<file path="src/rtl/qbio_pkg.sv">
package qbio_pkg;

    localparam int unsigned DEF_WIDTH       = 8;
    localparam int unsigned DEF_SYNC_STAGES = 2;

    typedef enum logic [1:0] {
        RSRC_NONE  = 2'd0,
        RSRC_PIN   = 2'd1,
        RSRC_LATCH = 2'd2
    } rsrc_e;

    // pin read has priority over latch read
    function automatic rsrc_e pick_src(input logic want_pin, input logic want_latch);
        rsrc_e s;
        if (want_pin)
            s = RSRC_PIN;
        else if (want_latch)
            s = RSRC_LATCH;
        else
            s = RSRC_NONE;
        return s;
    endfunction

endpackage

</file>
<file path="src/rtl/qbio_latch.sv">
module qbio_latch #(
    parameter int unsigned WIDTH = qbio_pkg::DEF_WIDTH
) (
    input  logic             clk,
    input  logic             rst_n,
    input  logic             wr_en,
    input  logic [WIDTH-1:0] wdata,
    output logic [WIDTH-1:0] q
);

    typedef struct packed {
        logic [WIDTH-1:0] bits;
    } lat_st_t;

    lat_st_t st_d, st_q;

    always_comb begin
        st_d = st_q;
        if (wr_en)
            st_d.bits = wdata;
    end

    always_ff @(posedge clk or negedge rst_n) begin
        if (!rst_n)
            st_q.bits <= '1;
        else
            st_q <= st_d;
    end

    assign q = st_q.bits;

endmodule

</file>
<file path="src/rtl/qbio_pad.sv">
module qbio_pad #(
    parameter int unsigned WIDTH  = qbio_pkg::DEF_WIDTH,
    parameter bit          PULLUP = 1'b1
) (
    input  logic [WIDTH-1:0] latch_bits,
    input  logic [WIDTH-1:0] ext_en,
    input  logic [WIDTH-1:0] ext_lvl,
    output logic [WIDTH-1:0] level,
    output logic [WIDTH-1:0] hiz
);

    for (genvar i = 0; i < WIDTH; i++) begin : g_pin
        if (PULLUP) begin : g_pu
            always_comb begin
                hiz[i] = 1'b0;
                if (!latch_bits[i])
                    level[i] = 1'b0;
                else if (ext_en[i])
                    level[i] = ext_lvl[i];
                else
                    level[i] = 1'b1;
            end
        end else begin : g_od
            always_comb begin
                hiz[i] = 1'b0;
                if (!latch_bits[i]) begin
                    level[i] = 1'b0;
                end else if (ext_en[i]) begin
                    level[i] = ext_lvl[i];
                end else begin
                    level[i] = 1'bx;
                    hiz[i]   = 1'b1;
                end
            end
        end
    end

endmodule

</file>
<file path="src/rtl/qbio_sync.sv">
module qbio_sync #(
    parameter int unsigned WIDTH  = qbio_pkg::DEF_WIDTH,
    parameter int unsigned STAGES = qbio_pkg::DEF_SYNC_STAGES
) (
    input  logic             clk,
    input  logic             rst_n,
    input  logic [WIDTH-1:0] d,
    output logic [WIDTH-1:0] q
);

    typedef struct packed {
        logic [STAGES-1:0][WIDTH-1:0] chain;
    } sync_st_t;

    sync_st_t st_d, st_q;

    always_comb begin
        st_d.chain[0] = d;
        for (int i = 1; i < STAGES; i++)
            st_d.chain[i] = st_q.chain[i-1];
    end

    always_ff @(posedge clk or negedge rst_n) begin
        if (!rst_n)
            st_q.chain <= '1;
        else
            st_q <= st_d;
    end

    assign q = st_q.chain[STAGES-1];

endmodule

</file>
<file path="src/rtl/qbio_port.sv">
module qbio_port #(
    parameter int unsigned WIDTH       = qbio_pkg::DEF_WIDTH,
    parameter bit          PULLUP      = 1'b1,
    parameter int unsigned SYNC_STAGES = qbio_pkg::DEF_SYNC_STAGES
) (
    input  logic             clk,
    input  logic             rst_n,
    input  logic [WIDTH-1:0] bus_wdata,
    input  logic             wr_latch,
    input  logic             rd_pin,
    input  logic             rd_latch,
    input  logic [WIDTH-1:0] ext_drive_en,
    input  logic [WIDTH-1:0] ext_level,
    output logic [WIDTH-1:0] pin_pd_n,
    output logic [WIDTH-1:0] pin_level,
    output logic [WIDTH-1:0] pin_hiz,
    output logic [WIDTH-1:0] bus_rdata
);

    import qbio_pkg::*;

    logic [WIDTH-1:0] latch_q;
    logic [WIDTH-1:0] pin_sync;
    rsrc_e            rsrc;

    qbio_latch #(.WIDTH(WIDTH)) u_latch (
        .clk   (clk),
        .rst_n (rst_n),
        .wr_en (wr_latch),
        .wdata (bus_wdata),
        .q     (latch_q)
    );

    qbio_pad #(.WIDTH(WIDTH), .PULLUP(PULLUP)) u_pad (
        .latch_bits (latch_q),
        .ext_en     (ext_drive_en),
        .ext_lvl    (ext_level),
        .level      (pin_level),
        .hiz        (pin_hiz)
    );

    qbio_sync #(.WIDTH(WIDTH), .STAGES(SYNC_STAGES)) u_sync (
        .clk   (clk),
        .rst_n (rst_n),
        .d     (pin_level),
        .q     (pin_sync)
    );

    assign pin_pd_n = latch_q;

    always_comb begin
        rsrc = pick_src(rd_pin, rd_latch);
        case (rsrc)
            RSRC_PIN:   bus_rdata = pin_sync;
            RSRC_LATCH: bus_rdata = latch_q;
            default:    bus_rdata = '0;
        endcase
    end

endmodule

</file>
<file path="config.mk">
export PLATFORM = sky130hd
export DESIGN_NAME = qbio_port
export DESIGN_NICKNAME = d
export VERILOG_FILES = /design/src/rtl/qbio_pkg.sv /design/src/rtl/qbio_latch.sv /design/src/rtl/qbio_pad.sv /design/src/rtl/qbio_sync.sv /design/src/rtl/qbio_port.sv
export SDC_FILE = /design/constraint.sdc
export NUM_CORES = 1
export LEC_CHECK = 0
export BUFFER_PORTS_ARGS = -buffer_cell sky130_fd_sc_hd__buf_2
export CAP_MARGIN = 0
export CORE_MARGIN = 5
export CORE_UTILIZATION = 47
export CTS_BUF_LIST = sky130_fd_sc_hd__clkbuf_2 sky130_fd_sc_hd__clkbuf_4 sky130_fd_sc_hd__clkbuf_8
export CTS_CLUSTER_DIAMETER = 30
export DETAILED_ROUTE_END_ITERATION = 16
export PLACE_DENSITY_LB_ADDON = 0.15
export REMOVE_ABC_BUFFERS = 1
export SYNTH_ARGS = -nofsm -noshare
export SYNTH_HDL_FRONTEND = slang
export SYNTH_HIERARCHICAL = 1
export SYNTH_SLANG_ARGS = --single-unit
</file>
<file path="constraint.sdc">
create_clock -name clk -period 1.2 [get_ports clk]
set_input_delay 0.18 -clock clk [delete_from_list [all_inputs] [get_ports clk]]
set_output_delay 0.18 -clock clk [all_outputs]
set_load 0.05 [all_outputs]
</file>
==> results of run 1 <==
[worst max-delay path: stages (launching register included)]
cell and delay (ns):
dfstp_2 0.59, a21boi_4 0.20, buf_6 0.18
[per-layer routing]
metal | global-route usage, % | share of wire, % | vias up
met5 | 0 | 0 | -
met4 | 4.07 | 0.49 | 0
met3 | 3.90 | 9.6 | 2
met2 | 28.7 | 57 | 36
met1 | 15.0 | 33 | 362
li1 | - | - | 353
[final cells by class]
cell class,instances,area [sq um]
clock buffer,4,36.3
tap,27,33.8
inverter,8,30.0
sequential,24,631
fill,105,333
multi-input combinational,33,379
timing repair buffer,70,579
[flip-flops by register name, indices dropped and copies added, names as in the netlist]
signal and flops:
u_sync/q 8, u_latch/q 8, u_sync/st_d 8
[power by group]
group	internal [uW]	leakage, uW	switching (uW)
registers	951	0.000252	46.7
clock network	185	0.0000210	236
logic	392	0.000590	518
[Yosys cell counts]
master / count / area, sq um
dfstp_2: 24 / 631
a21boi_1: 8 / 60.1
a22o_1: 8 / 70.1
buf_4: 8 / 60.1
inv_1: 8 / 30.0
mux2_4: 8 / 120
buf_6: 3 / 33.8
conb_1: 1 / 3.75
nor2b_2: 1 / 8.76
[logic make-up (layout without fill, tap and decap cells)]
family | count (synthesis) | after routing | share of synthesized area [%]
and+or+nand+nor | 1 | 1 | 0.861
AOI/OAI and AO/OA | 16 | 16 | 12.8
muxes | 8 | 8 | 11.8
buffers and inverters | 19 | 82 | 12.2
other | 1 | 8 | 0.369
DFF | 24 | 24 | 62.0
[stage by stage]
| step | power, uW | cells |
|---|---|---|
| finish | 2330 | 166 |
| global route | 2410 | 166 |
| CTS | 2280 | 157 |
| detailed placement | 1650 | 147 |
| global placement | 1630 | 147 |
| floorplan | 1460 | 65 |
[how the worst max path moves through the flow]
stage,endpoint,slack (ns),cells after the start
after floorplan,u_sync/st_d[11],-0.56,1
after global placement,pin_level[3],-0.02,2
after detailed placement,pin_level[4],-0.06,2
after CTS,pin_level[1],-0.25,2
after global routing,pin_level[5],-0.30,2
final,pin_level[1],-0.25,2
[what timing repair did]
item,4_1_cts,5_1_grt
setup endpoints to repair,24,24
buffers inserted,6,9
pin swaps,6,0
resized for setup,68,5
==> flow_summary.ini, run 1 <==
[critical_path]
crit_path_start = u_latch/q[1]
rrSetupSlack_ns = 0.17
worst_setup_path_start_kind = flop
required_ns = 1.02
r2r-end = u_sync/st_d[13]
reg2reg_depth = 3
r2r_start = u_latch/q[5]
crit_type = flop to output pin
arrival_ns = 1.27
cp_max_fo = 4
cp-end-kind = output pin

[sta]
hold_viol_final = 0
drv_slew = 0
post-route-period-util_pct = 121
fin_skew_ns = 0.000984
finalCriticalPeriod_ns = 1.45
fin_ws_ns = -0.255
fin_tns_setup_ns = -4.05
setup-violations-final = 24
worst_hold_slack_ns = 0.0143
max_clock_freq_mhz = 687
rsz0062_at_grt = yes

[global_routing]
grt.total_usage_pct = 14.7
grt_pass1_vias = 732
grt_pass1_wl_mm = 3.59
antenna_found_initial = 0
grt_max_degree = 25
globalRouteOverflowTotal = 0

[synth]
avgSynthCellArea_sq_um = 14.7
synth_seq_cells = 24
synthCells = 69
yosysUniqueCellTypes = 9
netlist_area_sq_mm = 0.00102
ys_seq_area_share_pct = 62.0
yosys_warnings = 6

[power_and_ir_drop]
power.density_mw_per_mm2 = 1380
vdd_ir_drop_max_v = 0.000891
total_leakage_power_uw = 0.000863

[die]
fp.coreArea_sq_mm = 0.00202
start_util_pct = 50.3
die_h_microns = 56.5
die_w_microns = 56.5
rows = 16
die_area_sq_mm = 0.00319
num_io_pins = 61

[cells_and_area]
nets = 169
drive_gt1_share_pct = 82.7
final_cell_mix = 28 x buf_2, 24 x dfstp_2, 21 x buf_6
area_growth_syn_to_layout_pct = 66.1
final_common_cell = buf_2
final_area_sq_mm = 0.00169
antennaDiodeCount = 0
utilization_pct = 83.5

[worst_hold_path]
worstHoldPathCells = 2
hold_path_end = u_sync/st_d[14]
min_path_type = primary input to flop
hp-start = ext_drive_en[6]

[detailed_routing]
drc_errors = 0
vias = 753
via_per_inst = 4.54
drtIter0Drc = 6
wl_per_cell_microns = 14.8
ant_nets = 0
drt_wl_total_mm = 2.45
dr.pass1.iters = 3

[clock_network]
clk_pin_slew_ns = 0.13
numCtsBuffers = 3
htree_levels = 1
cts_hold_buf = 0
clock_latency_ns = 0.30
tritoncts = built
cts_sinks = 24
cts_root_buf = clkbuf_4
clock_path_buffers = 2

[placement]
portBuffers = 52
placedInstanceArea_sq_mm = 0.00127
dp_slack_ns = -0.0610
dp_hpwl_mm = 1.64
gp_congestion = 0.714

[run_status]
status = finished with violations
violations = setup timing

[flow_run]
maxCapViolations = 0
(Power assumes the default switching activity.)
==> run 2: changes to the inputs <==
Settings changed: REMOVE_ABC_BUFFERS 1 to unset, TNS_END_PERCENT set to 1.
==> run 2 against run 1 <==
Largest power group unchanged. First-iteration DRC count decreased by 83%. Non-clock buffer count decreased by 14. Register-to-register slack about the same. Clock skew increased by 0.0014 ns. Maximum frequency increased by 0.59%. Critical endpoint is now pin_level[0]. Utilization decreased by 5.9 points. The run still ends with setup timing left. Sequential power about the same. Hold slack improved by 0.0080 ns. Sequential share of layout area increased by 2.9 points. Clock power decreased by 4.8%.
==> flow_summary.ini, run 2 (synthesis gave the netlist of run 1 again) <==
[run_status]
status = finished with violations
violations = setup timing

[sta]
max_clock_freq_mhz = 691
rsz0062_at_grt = yes
post-route-period-util_pct = 121
drv_slew = 0
fin_ws_ns = -0.246
worst_hold_slack_ns = 0.0223
hold_viol_final = 0
setup-violations-final = 24
finalCriticalPeriod_ns = 1.45
fin_skew_ns = 0.00238

[cells_and_area]
seq_area_sq_um = 631
final_area_sq_mm = 0.00157
antennaDiodeCount = 0
layout.filler_cells = 127
final_cell_mix = 29 x buf_2, 24 x dfstp_2, 19 x buf_6
multi_input_area_sq_um = 389
utilization_pct = 77.6
drive_gt1_share_pct = 87.2
nets = 155
area_growth_syn_to_layout_pct = 54.2
final_common_cell = buf_2
final_cells = 152

[detailed_routing]
drt_wl_total_mm = 2.11
drtIter0Drc = 1
dr.pass1.iters = 2
drc_errors = 0
wl_per_cell_microns = 13.9
ant_nets = 0
via_per_inst = 4.53
vias = 689

[die]
rows = 16
num_io_pins = 61
start_util_pct = 50.3
fp.coreArea_sq_mm = 0.00202
die_area_sq_mm = 0.00319
die_h_microns = 56.5
die_w_microns = 56.5

[flow_run]
maxCapViolations = 0

[clock_network]
clk_pin_slew_ns = 0.12
htree_levels = 1
clock_path_buffers = 2
clock_latency_ns = 0.30
cts_root_buf = clkbuf_4
tritoncts = built
numCtsBuffers = 3
cts_sinks = 24

[critical_path]
rrSetupSlack_ns = 0.18
arrival_ns = 1.27
r2r_start = u_latch/q[2]
path_buf_inv = 1
r2r-end = u_sync/st_d[10]
worst_setup_path_start_kind = flop
required_ns = 1.02
cp_max_fo = 4
cp-end-kind = output pin
slowest_delay_ns = 0.59
crit_chain = a21boi_4, buf_6
crit_family = flip-flops
reg2reg_depth = 3
crit_type = flop to output pin
slowest_stage = dfstp_2

[global_routing]
grt_max_degree = 25
grt_pass1_vias = 720
grt_pass1_wl_mm = 3.28
antenna_found_initial = 0
globalRouteOverflowTotal = 0
grt.total_usage_pct = 13.5

[placement]
placedInstanceArea_sq_mm = 0.00135
dp_hpwl_mm = 1.58
gp_congestion = 0.713
portBuffers = 52
dp.cells = 145

[power_and_ir_drop]
total_leakage_power_uw = 0.000789
vdd_ir_drop_max_v = 0.000885
power.density_mw_per_mm2 = 1410

[worst_hold_path]
hp-start = ext_drive_en[7]
min_path_type = primary input to flop
worstHoldPathCells = 2
hold_path_end = u_sync/st_d[15]
run 2: how the worst max path moves through the flow:
stage / from / to / slack (ns) / cells past startpoint
2_1_floorplan: u_latch/q[3] / pin_level[3] / -0.11 / 1
3_3_place_gp: rd_pin / bus_rdata[0] / -0.03 / 4
3_5_place_dp: rd_pin / bus_rdata[3] / -0.04 / 4
4_1_cts: u_latch/q[2] / pin_level[2] / -0.25 / 2
5_1_grt: u_latch/q[0] / pin_level[0] / -0.31 / 2
6_report: u_latch/q[0] / pin_level[0] / -0.25 / 2
run 2: per-layer routing:
metal	GRT usage, %	share of wire (%)
met5	0	0
met2	24.8	57
met4	5.08	0.81
met3	3.90	8.8
met1	14.3	34
run 2: layout make-up:
cell class                 instances  area share (%)
clock buffer                       4            2.31
inverter                           8            1.91
multi-input combinational         33            24.8
sequential                        24            40.2
tap                               27            2.15
timing repair buffer              56            28.6
run 2: per-stage QoR:
step / TNS (ns) / power (uW) / setup WS (ns)
finish: -3.53 / 2220 / -0.246
global route: -4.92 / 2320 / -0.307
CTS: -3.96 / 2210 / -0.246
detailed placement: -0.310 / 1690 / -0.0407
global placement: -0.206 / 1680 / -0.0298
floorplan: -1.51 / 1550 / -0.106
run 2: where the power goes:
group          switching (uW)  total (uW)  leakage (uW)  internal [uW]
registers                52.0        1000      0.000252            951
clock network             216         401     0.0000210            185
logic                     487         813      0.000516            326
run 2: timing repair:
item	4_1_cts	5_1_grt
setup endpoints to repair	24	24
gates resized for setup	40	10
setup buffers	2	1
hold buffers	0	0
